===== src/rtl/tmr_cfg_pkg.sv =====
`timescale 1ns/1ps
package tmr_cfg_pkg;
  typedef enum logic [2:0] {
    ST_IDLE, ST_ADDR, ST_ACK_ADDR, ST_REG,
    ST_ACK_REG, ST_DATA, ST_ACK_DATA, ST_TX
  } tgt_state_e;

  function automatic logic maj3(input logic a, input logic b, input logic c);
    return (a & b) | (a & c) | (b & c);
  endfunction
endpackage


===== src/rtl/i2c_edge_det.sv =====
`timescale 1ns/1ps
module i2c_edge_det (
  input  logic clk,
  input  logic rst_n,
  input  logic scl_i,
  input  logic sda_i,
  output logic scl_s,
  output logic sda_s,
  output logic scl_rise,
  output logic scl_fall,
  output logic start_det,
  output logic stop_det
);
  logic scl_m, sda_m, scl_p, sda_p;

  // two-stage synchronizers, then one history stage for edges
  always_ff @(posedge clk or negedge rst_n) begin
    if (!rst_n) begin
      scl_m <= 1'b1; scl_s <= 1'b1; scl_p <= 1'b1;
      sda_m <= 1'b1; sda_s <= 1'b1; sda_p <= 1'b1;
    end else begin
      scl_m <= scl_i; scl_s <= scl_m; scl_p <= scl_s;
      sda_m <= sda_i; sda_s <= sda_m; sda_p <= sda_s;
    end
  end

  assign scl_rise  = scl_s & ~scl_p;
  assign scl_fall  = ~scl_s & scl_p;
  assign start_det = scl_s & scl_p & sda_p & ~sda_s;
  assign stop_det  = scl_s & scl_p & ~sda_p & sda_s;
endmodule


===== src/rtl/i2c_target_fsm.sv =====
`timescale 1ns/1ps
module i2c_target_fsm
  import tmr_cfg_pkg::*;
#(
  parameter logic [6:0] DEV_ADDR = 7'h71
) (
  input  logic       clk,
  input  logic       rst_n,
  input  logic       hold,
  input  logic       scl_rise,
  input  logic       scl_fall,
  input  logic       start_det,
  input  logic       stop_det,
  input  logic       sda_s,
  input  logic [7:0] rd_data,
  output logic [7:0] reg_ptr,
  output logic       wr_en,
  output logic [7:0] wr_data,
  output logic       sda_oe
);
  tgt_state_e st_q, st_d;
  logic [3:0] cnt_q, cnt_d;
  logic [7:0] sh_q, sh_d, ptr_q, ptr_d;
  logic       rw_q, rw_d, oe_q, oe_d;

  always_comb begin
    st_d = st_q; cnt_d = cnt_q; sh_d = sh_q; ptr_d = ptr_q;
    rw_d = rw_q; oe_d = oe_q;
    wr_en = 1'b0; wr_data = sh_q;
    if (hold || stop_det) begin
      st_d = ST_IDLE; oe_d = 1'b0;
    end else if (start_det) begin
      st_d = ST_ADDR; cnt_d = 4'd0; oe_d = 1'b0;
    end else begin
      case (st_q)
        ST_ADDR, ST_REG, ST_DATA: begin
          if (scl_rise && cnt_q != 4'd8) begin
            sh_d  = {sh_q[6:0], sda_s};
            cnt_d = cnt_q + 4'd1;
          end else if (scl_fall && cnt_q == 4'd8) begin
            cnt_d = 4'd0;
            if (st_q == ST_ADDR) begin
              if (sh_q[7:1] == DEV_ADDR) begin
                rw_d = sh_q[0]; oe_d = 1'b1; st_d = ST_ACK_ADDR;
              end else begin
                st_d = ST_IDLE;
              end
            end else if (st_q == ST_REG) begin
              ptr_d = sh_q; oe_d = 1'b1; st_d = ST_ACK_REG;
            end else begin
              wr_en = 1'b1; oe_d = 1'b1; st_d = ST_ACK_DATA;
            end
          end
        end
        ST_ACK_ADDR: if (scl_fall) begin
          if (rw_q) begin
            sh_d = rd_data; oe_d = ~rd_data[7];
            wr_en = 1'b1; wr_data = rd_data;   // scrub on read
            cnt_d = 4'd0; st_d = ST_TX;
          end else begin
            oe_d = 1'b0; st_d = ST_REG;
          end
        end
        ST_ACK_REG:  if (scl_fall) begin oe_d = 1'b0; st_d = ST_DATA; end
        ST_ACK_DATA: if (scl_fall) begin oe_d = 1'b0; st_d = ST_IDLE; end
        ST_TX: if (scl_fall) begin
          if (cnt_q == 4'd7) begin
            oe_d = 1'b0; st_d = ST_IDLE;
          end else begin
            sh_d = {sh_q[6:0], 1'b0}; oe_d = ~sh_q[6]; cnt_d = cnt_q + 4'd1;
          end
        end
        default: ;
      endcase
    end
  end

  always_ff @(posedge clk or negedge rst_n) begin
    if (!rst_n) begin
      st_q <= ST_IDLE; cnt_q <= 4'd0; sh_q <= 8'd0;
      ptr_q <= 8'd0; rw_q <= 1'b0; oe_q <= 1'b0;
    end else begin
      st_q <= st_d; cnt_q <= cnt_d; sh_q <= sh_d;
      ptr_q <= ptr_d; rw_q <= rw_d; oe_q <= oe_d;
    end
  end

  assign reg_ptr = ptr_q;
  assign sda_oe  = oe_q;
endmodule


===== src/rtl/tmr_bank.sv =====
`timescale 1ns/1ps
module tmr_bank #(
  parameter  int NUM_REGS = 4,
  localparam int NB = NUM_REGS * 8,
  localparam int IW = $clog2(NUM_REGS * 8)
) (
  input  logic          clk,
  input  logic          rst_n,
  input  logic          acc_wr,
  input  logic [7:0]    acc_addr,
  input  logic [7:0]    acc_data,
  input  logic          sh_en,
  input  logic          sh_din,
  input  logic [2:0]    seu_copy,
  input  logic [IW-1:0] seu_bit,
  output logic [NB-1:0] voted,
  output logic [7:0]    rd_data
);
  localparam int AW = $clog2(NUM_REGS);
  localparam logic [7:0] NREG8 = 8'(NUM_REGS);

  logic [NB-1:0] cp_q [3];
  logic [NB-1:0] cp_d [3];
  logic [NB-1:0] base;
  logic          hit;
  logic [AW+2:0] boff;

  for (genvar i = 0; i < NB; i++) begin : g_vote
    assign voted[i] = tmr_cfg_pkg::maj3(cp_q[0][i], cp_q[1][i], cp_q[2][i]);
  end

  assign hit     = acc_addr < NREG8;
  assign boff    = {acc_addr[AW-1:0], 3'b000};
  assign rd_data = hit ? voted[boff +: 8] : 8'h00;

  always_comb begin
    base = voted;
    if (sh_en)              base = {voted[NB-2:0], sh_din};
    else if (acc_wr && hit) base[boff +: 8] = acc_data;
    for (int c = 0; c < 3; c++) begin
      cp_d[c] = (sh_en || acc_wr) ? base : cp_q[c];
      if (seu_copy[c]) cp_d[c][seu_bit] = ~cp_d[c][seu_bit];
    end
  end

  always_ff @(posedge clk or negedge rst_n) begin
    if (!rst_n) begin
      for (int c = 0; c < 3; c++) cp_q[c] <= '0;
    end else begin
      for (int c = 0; c < 3; c++) cp_q[c] <= cp_d[c];
    end
  end
endmodule


===== src/rtl/tmr_i2c_cfg_bank.sv =====
`timescale 1ns/1ps
module tmr_i2c_cfg_bank #(
  parameter logic [6:0] DEV_ADDR = 7'h71,
  parameter int         NUM_REGS = 4
) (
  input  logic                              clk,
  input  logic                              rst_n,
  input  logic                              scl_i,
  input  logic                              sda_i,
  output logic                              sda_oe,
  input  logic                              sr_mode,
  input  logic                              sr_shift,
  input  logic                              sr_din,
  output logic                              sr_dout,
  input  logic [2:0]                        seu_copy,
  input  logic [$clog2(NUM_REGS*8)-1:0]     seu_bit,
  output logic [NUM_REGS*8-1:0]             cfg_out
);
  localparam int NB = NUM_REGS * 8;

  logic [1:0] rst_pipe;
  logic       rst_sn;
  logic       scl_s, sda_s, scl_rise, scl_fall, start_det, stop_det;
  logic       bank_wr;
  logic [7:0] bank_addr, bank_wdata, bank_rdata;

  // asynchronous assert, synchronous release
  always_ff @(posedge clk or negedge rst_n) begin
    if (!rst_n) rst_pipe <= 2'b00;
    else        rst_pipe <= {rst_pipe[0], 1'b1};
  end
  assign rst_sn = rst_pipe[1];

  i2c_edge_det u_edge (
    .clk(clk), .rst_n(rst_sn), .scl_i(scl_i), .sda_i(sda_i),
    .scl_s(scl_s), .sda_s(sda_s), .scl_rise(scl_rise), .scl_fall(scl_fall),
    .start_det(start_det), .stop_det(stop_det)
  );

  i2c_target_fsm #(.DEV_ADDR(DEV_ADDR)) u_fsm (
    .clk(clk), .rst_n(rst_sn), .hold(sr_mode),
    .scl_rise(scl_rise), .scl_fall(scl_fall),
    .start_det(start_det), .stop_det(stop_det), .sda_s(sda_s),
    .rd_data(bank_rdata), .reg_ptr(bank_addr),
    .wr_en(bank_wr), .wr_data(bank_wdata), .sda_oe(sda_oe)
  );

  tmr_bank #(.NUM_REGS(NUM_REGS)) u_bank (
    .clk(clk), .rst_n(rst_sn),
    .acc_wr(bank_wr), .acc_addr(bank_addr), .acc_data(bank_wdata),
    .sh_en(sr_mode & sr_shift), .sh_din(sr_din),
    .seu_copy(seu_copy), .seu_bit(seu_bit),
    .voted(cfg_out), .rd_data(bank_rdata)
  );

  assign sr_dout = cfg_out[NB-1];
endmodule


===== config.mk =====
export PLATFORM = sky130hd
export DESIGN_NAME = tmr_i2c_cfg_bank
export DESIGN_NICKNAME = d
export VERILOG_FILES = /design/src/rtl/tmr_cfg_pkg.sv /design/src/rtl/i2c_edge_det.sv /design/src/rtl/i2c_target_fsm.sv /design/src/rtl/tmr_bank.sv /design/src/rtl/tmr_i2c_cfg_bank.sv
export SDC_FILE = /design/constraint.sdc
export NUM_CORES = 1
export LEC_CHECK = 0
export BUFFER_PORTS_ARGS = -buffer_cell sky130_fd_sc_hd__buf_4
export CAP_MARGIN = 0
export CORE_MARGIN = 3
export CORE_UTILIZATION = 43
export DETAILED_ROUTE_END_ITERATION = 7
export GPL_ROUTABILITY_DRIVEN = 0
export PLACE_DENSITY = 0.65
export SYNTH_ARGS = -nofsm -noshare
export SYNTH_HDL_FRONTEND = slang
export SYNTH_HIERARCHICAL = 1
export SYNTH_SLANG_ARGS = --single-unit

===== constraint.sdc =====
create_clock -name clk -period 4.84 [get_ports clk]
set_clock_uncertainty 0.2 [all_clocks]
set_input_delay 0.968 -clock clk [delete_from_list [all_inputs] [get_ports clk]]
set_output_delay 0.968 -clock clk [all_outputs]
set_load 0.03 [all_outputs]

==> summary.txt <==
Finish
  • Layout cell share with drive strength beyond 1: 20.48%
  • Layout area overhead: 15.33%
  • Filler cells: 1942
  • Final Net Count: 1137
  • Layout Utilization: 51.12%
  • ANT cells: 0

Clock tree
  • Worst skew pair latency: 0.43 ns
  • Clk root buf: clkbuf_16
  • Cts repair resizes: 0
  • CTS tree: done
  • CTS max path bufs: 2
  • Post-CTS Setup Inserts: 0
  • H-tree levels: 4
  • Num Clock Sinks: 129
  • CTS buffer count: 17
  • CTS Hold Buffers Added: 0
  • CTS clock-pin slew for the worst setup and hold paths: 0.06 ns

Synth
  • Post-synth EDFFs: 0
  • Distinct cell type count of the synthesized netlist: 99
  • Mean post-synth cell area: 8.851 sq um
  • Register bit total from synthesis: 129
  • Top-count cell post-synth: nand2_1
  • Syn Std Cell Area: 9435 sq um
  • Cells after Synth: 1066
  • Register area share after synthesis: 34.29%
  • Syn nets: 1088
  • Top-area cell type share of the netlist area: 32.62%
  • Synth async-reset ratio: 100.0%
  • Most common library cells after synthesis: 137 x nand2_1, 123 x dfrtp_1, 102 x o21ai_0, 70 x a22oi_1, 68 x nor2_1
  • Yosys warns: 6
  • Leading area contributor after synthesis: dfrtp_1
  • Synth Flop Type: dfrtp_1
  • Ranking of synthesized cells by area: dfrtp_1 33%, a22oi_1 5.6%, nand2_1 5.5%, o21ai_0 5.4%, mux2_2 3.3%

STA
  • RSZ-0062 raised after global routing: no
  • Slew @ Worst Pin: 0.9536 ns
  • Final WS setup: 0.1697 ns
  • Final setup TNS: 0 ns
  • Post-layout min period: 4.670 ns
  • Hold slack: 0.1065 ns
  • Final Hold Viols: 0
  • Fin crit share: 96.49%
  • Max-slew violations: 0
  • Achievable Freq: 0.2141 GHz
  • Slew margin rel.: 36.43%
  • Setup violators final: 0

Routing
  • Post-route DRC: 0
  • Drt first-iter violations: 1591
  • Vias per cell: 6.937
  • Post-DR wirelength/cell: 25.26 um
  • Final antenna-violating net count: 0
  • TritonRoute pass-1 iters: 6
  • DR vias: 9733
  • Final wirelength: 35440 um

Outcome
  • Outcome: completed

GRT
  • Largest net degree at the start of global routing: 68
  • Overall Global Routing Usage: 29.40%
  • Total global routing overflow: 0
  • First-pass GRT wire length: 54570 um
  • Initial antenna violation count: 0
  • Vias in the first global route: 9163

Critical path
  • Crit path launch: u_fsm/cnt_q[0]$_DFFE_PN0P_
  • R2R depth: 16
  • Crit path to: u_bank/cp_q[7]$_DFF_PN0_
  • RR Startpoint: u_fsm/cnt_q[0]$_DFFE_PN0P_
  • Setup Crit Path Kind: reg2reg
  • Critical path, cell by cell: inv_1, ha_1, and3_4, nand3_4, o31a_2, nor2_2, or4b_1, buf_4, o31a_1, a31oi_1, buf_4, a22o_1, o21ai_0, o21ai_0, nand4b_1, a32oi_1
  • Slowest CP cell: or4b_1
  • Reg-to-reg slack, setup: 0.17 ns
  • CP max FO: 12
  • Slowest Stage Delay on Critical Path: 0.54 ns
  • Required time of the worst setup path: 4.98 ns
  • Crit path arrival time: 4.81 ns
  • CP startpoint kind: register
  • R2r endpoint: u_bank/cp_q[7]$_DFF_PN0_
  • Setup crit end kind: register

Place
  • Detail Placement HPWL: 25330 um
  • IO Port Bufs: 48
  • Worst slack, placed: 0.07651 ns

Floorplanning
  • Top-level port count: 49
  • Cell Rows: 53
  • Floorplan core area: 21290 sq um
  • Die width: 154.1 um
  • Die Ht: 154.1 um
  • Starting density of the core: 44.32%
  • Die area: 23760 sq um

Pwr
  • Lkg Pwr: 0.003882 uW
  • Worst vdd ir: 179.8 uV
  • Total power: 3485 uW
  • Power Density: 320.3 nW/um^2

Flow run
  • Maxcap violations: 0

Hold path
  • Worst min-delay path class: in2async
## power by group
part           switching, uW  internal [uW]  total, uW
Combinational            473            304        777
Clock                    515            849       1360
Sequential               144           1200       1340
## registers in the layout (all words and copies together), names as in the netlist, 2 cells and up
signal         cells
rst_pipe           2
u_fsm/sh_q         8
u_bank/cp_q       96
u_fsm/reg_ptr      8
u_fsm/st_q         3
u_fsm/cnt_q        4
## placed cells by master, fill, tap and decap left out, types with 6 or more instances in the layout
cell type / n
a22oi_1: 70
ha_1: 7
or2_2: 7
a211oi_1: 7
nand3_1: 12
dfrtp_1: 122
o22ai_1: 16
or3_1: 12
dfstp_2: 6
nand2_1: 137
inv_1: 23
o221ai_1: 10
a31oi_1: 20
a32oi_1: 10
a21o_1: 6
mux4_2: 10
a2bb2oi_1: 8
mux2_2: 28
a21oi_1: 43
a211o_1: 6
o211ai_1: 7
a221oi_1: 6
nor3_1: 16
buf_4: 99
nand2b_1: 18
mux2i_1: 23
a21boi_0: 7
nor2b_1: 17
a221o_1: 9
o21ai_0: 102
nor2_1: 67
clkbuf_16: 17
maj3_1: 23
o21a_1: 13
## critical path: cells and delay by family, from the launching register on
family          cells  cell delay [ns]
compound gates      7             1.73
simple gates        5             1.53
buf+inv             3             0.51
flops               1             0.40
fa+ha+maj           1             0.20
## routing by layer
metal	global-route usage (%)	share of wire, %	wire, um	vias up
met4	12.57	4.9	1732	0
li1	-	-	-	4181
met2	44.01	44	15540	695
met3	7.008	11	3996	141
met5	0	0	0	-
met1	40.71	40	14160	4716
## layout make-up
class | instances | area [sq um] | area share (%)
Inverter | 24 | 90.09 | 0.8279
Clock inverter | 9 | 130.1 | 1.196
Clock buffer | 23 | 478.0 | 4.392
Timing Repair Buffer | 103 | 823.3 | 7.566
Tap cell | 275 | 344.1 | 3.162
Multi-Input combinational cell | 840 | 5777 | 53.09
Sequential cell | 129 | 3239 | 29.77
## metrics by stage
step,area (sq um),std cells
2_1_floorplan,9435,1066
3_3_place_gp,10270,1371
5_1_grt,10880,1403
6_report,10880,1403
3_5_place_dp,10270,1371
4_1_cts,10880,1403
## worst min path at each step
| stage | from | end | slack [ns] | cells after the start |
|---|---|---|---|---|
| floorplan | rst_pipe[0]$_DFF_PN0_ | rst_pipe[1]$_DFF_PN0_ | 0.13 | 0 |
| global placement | rst_pipe[0]$_DFF_PN0_ | rst_pipe[1]$_DFF_PN0_ | 0.14 | 0 |
| detailed placement | rst_pipe[0]$_DFF_PN0_ | rst_pipe[1]$_DFF_PN0_ | 0.14 | 0 |
| CTS | rst_n | rst_pipe[0]$_DFF_PN0_ | 0.10 | 1 |
| global route | rst_n | rst_pipe[0]$_DFF_PN0_ | 0.1 | 1 |
| finish | rst_n | rst_pipe[0]$_DFF_PN0_ | 0.11 | 1 |
## kinds of logic after synthesis
kind of cell	count (synthesis)	synth area share, %
adders and majority gates	30	3.368
buffers and inverters	97	4.575
and+or+nand+nor	345	19.07
DFF	129	34.29
AOI/OAI and AO/OA	401	30.27
muxes	62	8.288
xor gates and xnor gates	1	0.09284
other	1	0.03974
Power figures use the tool's default switching activity.
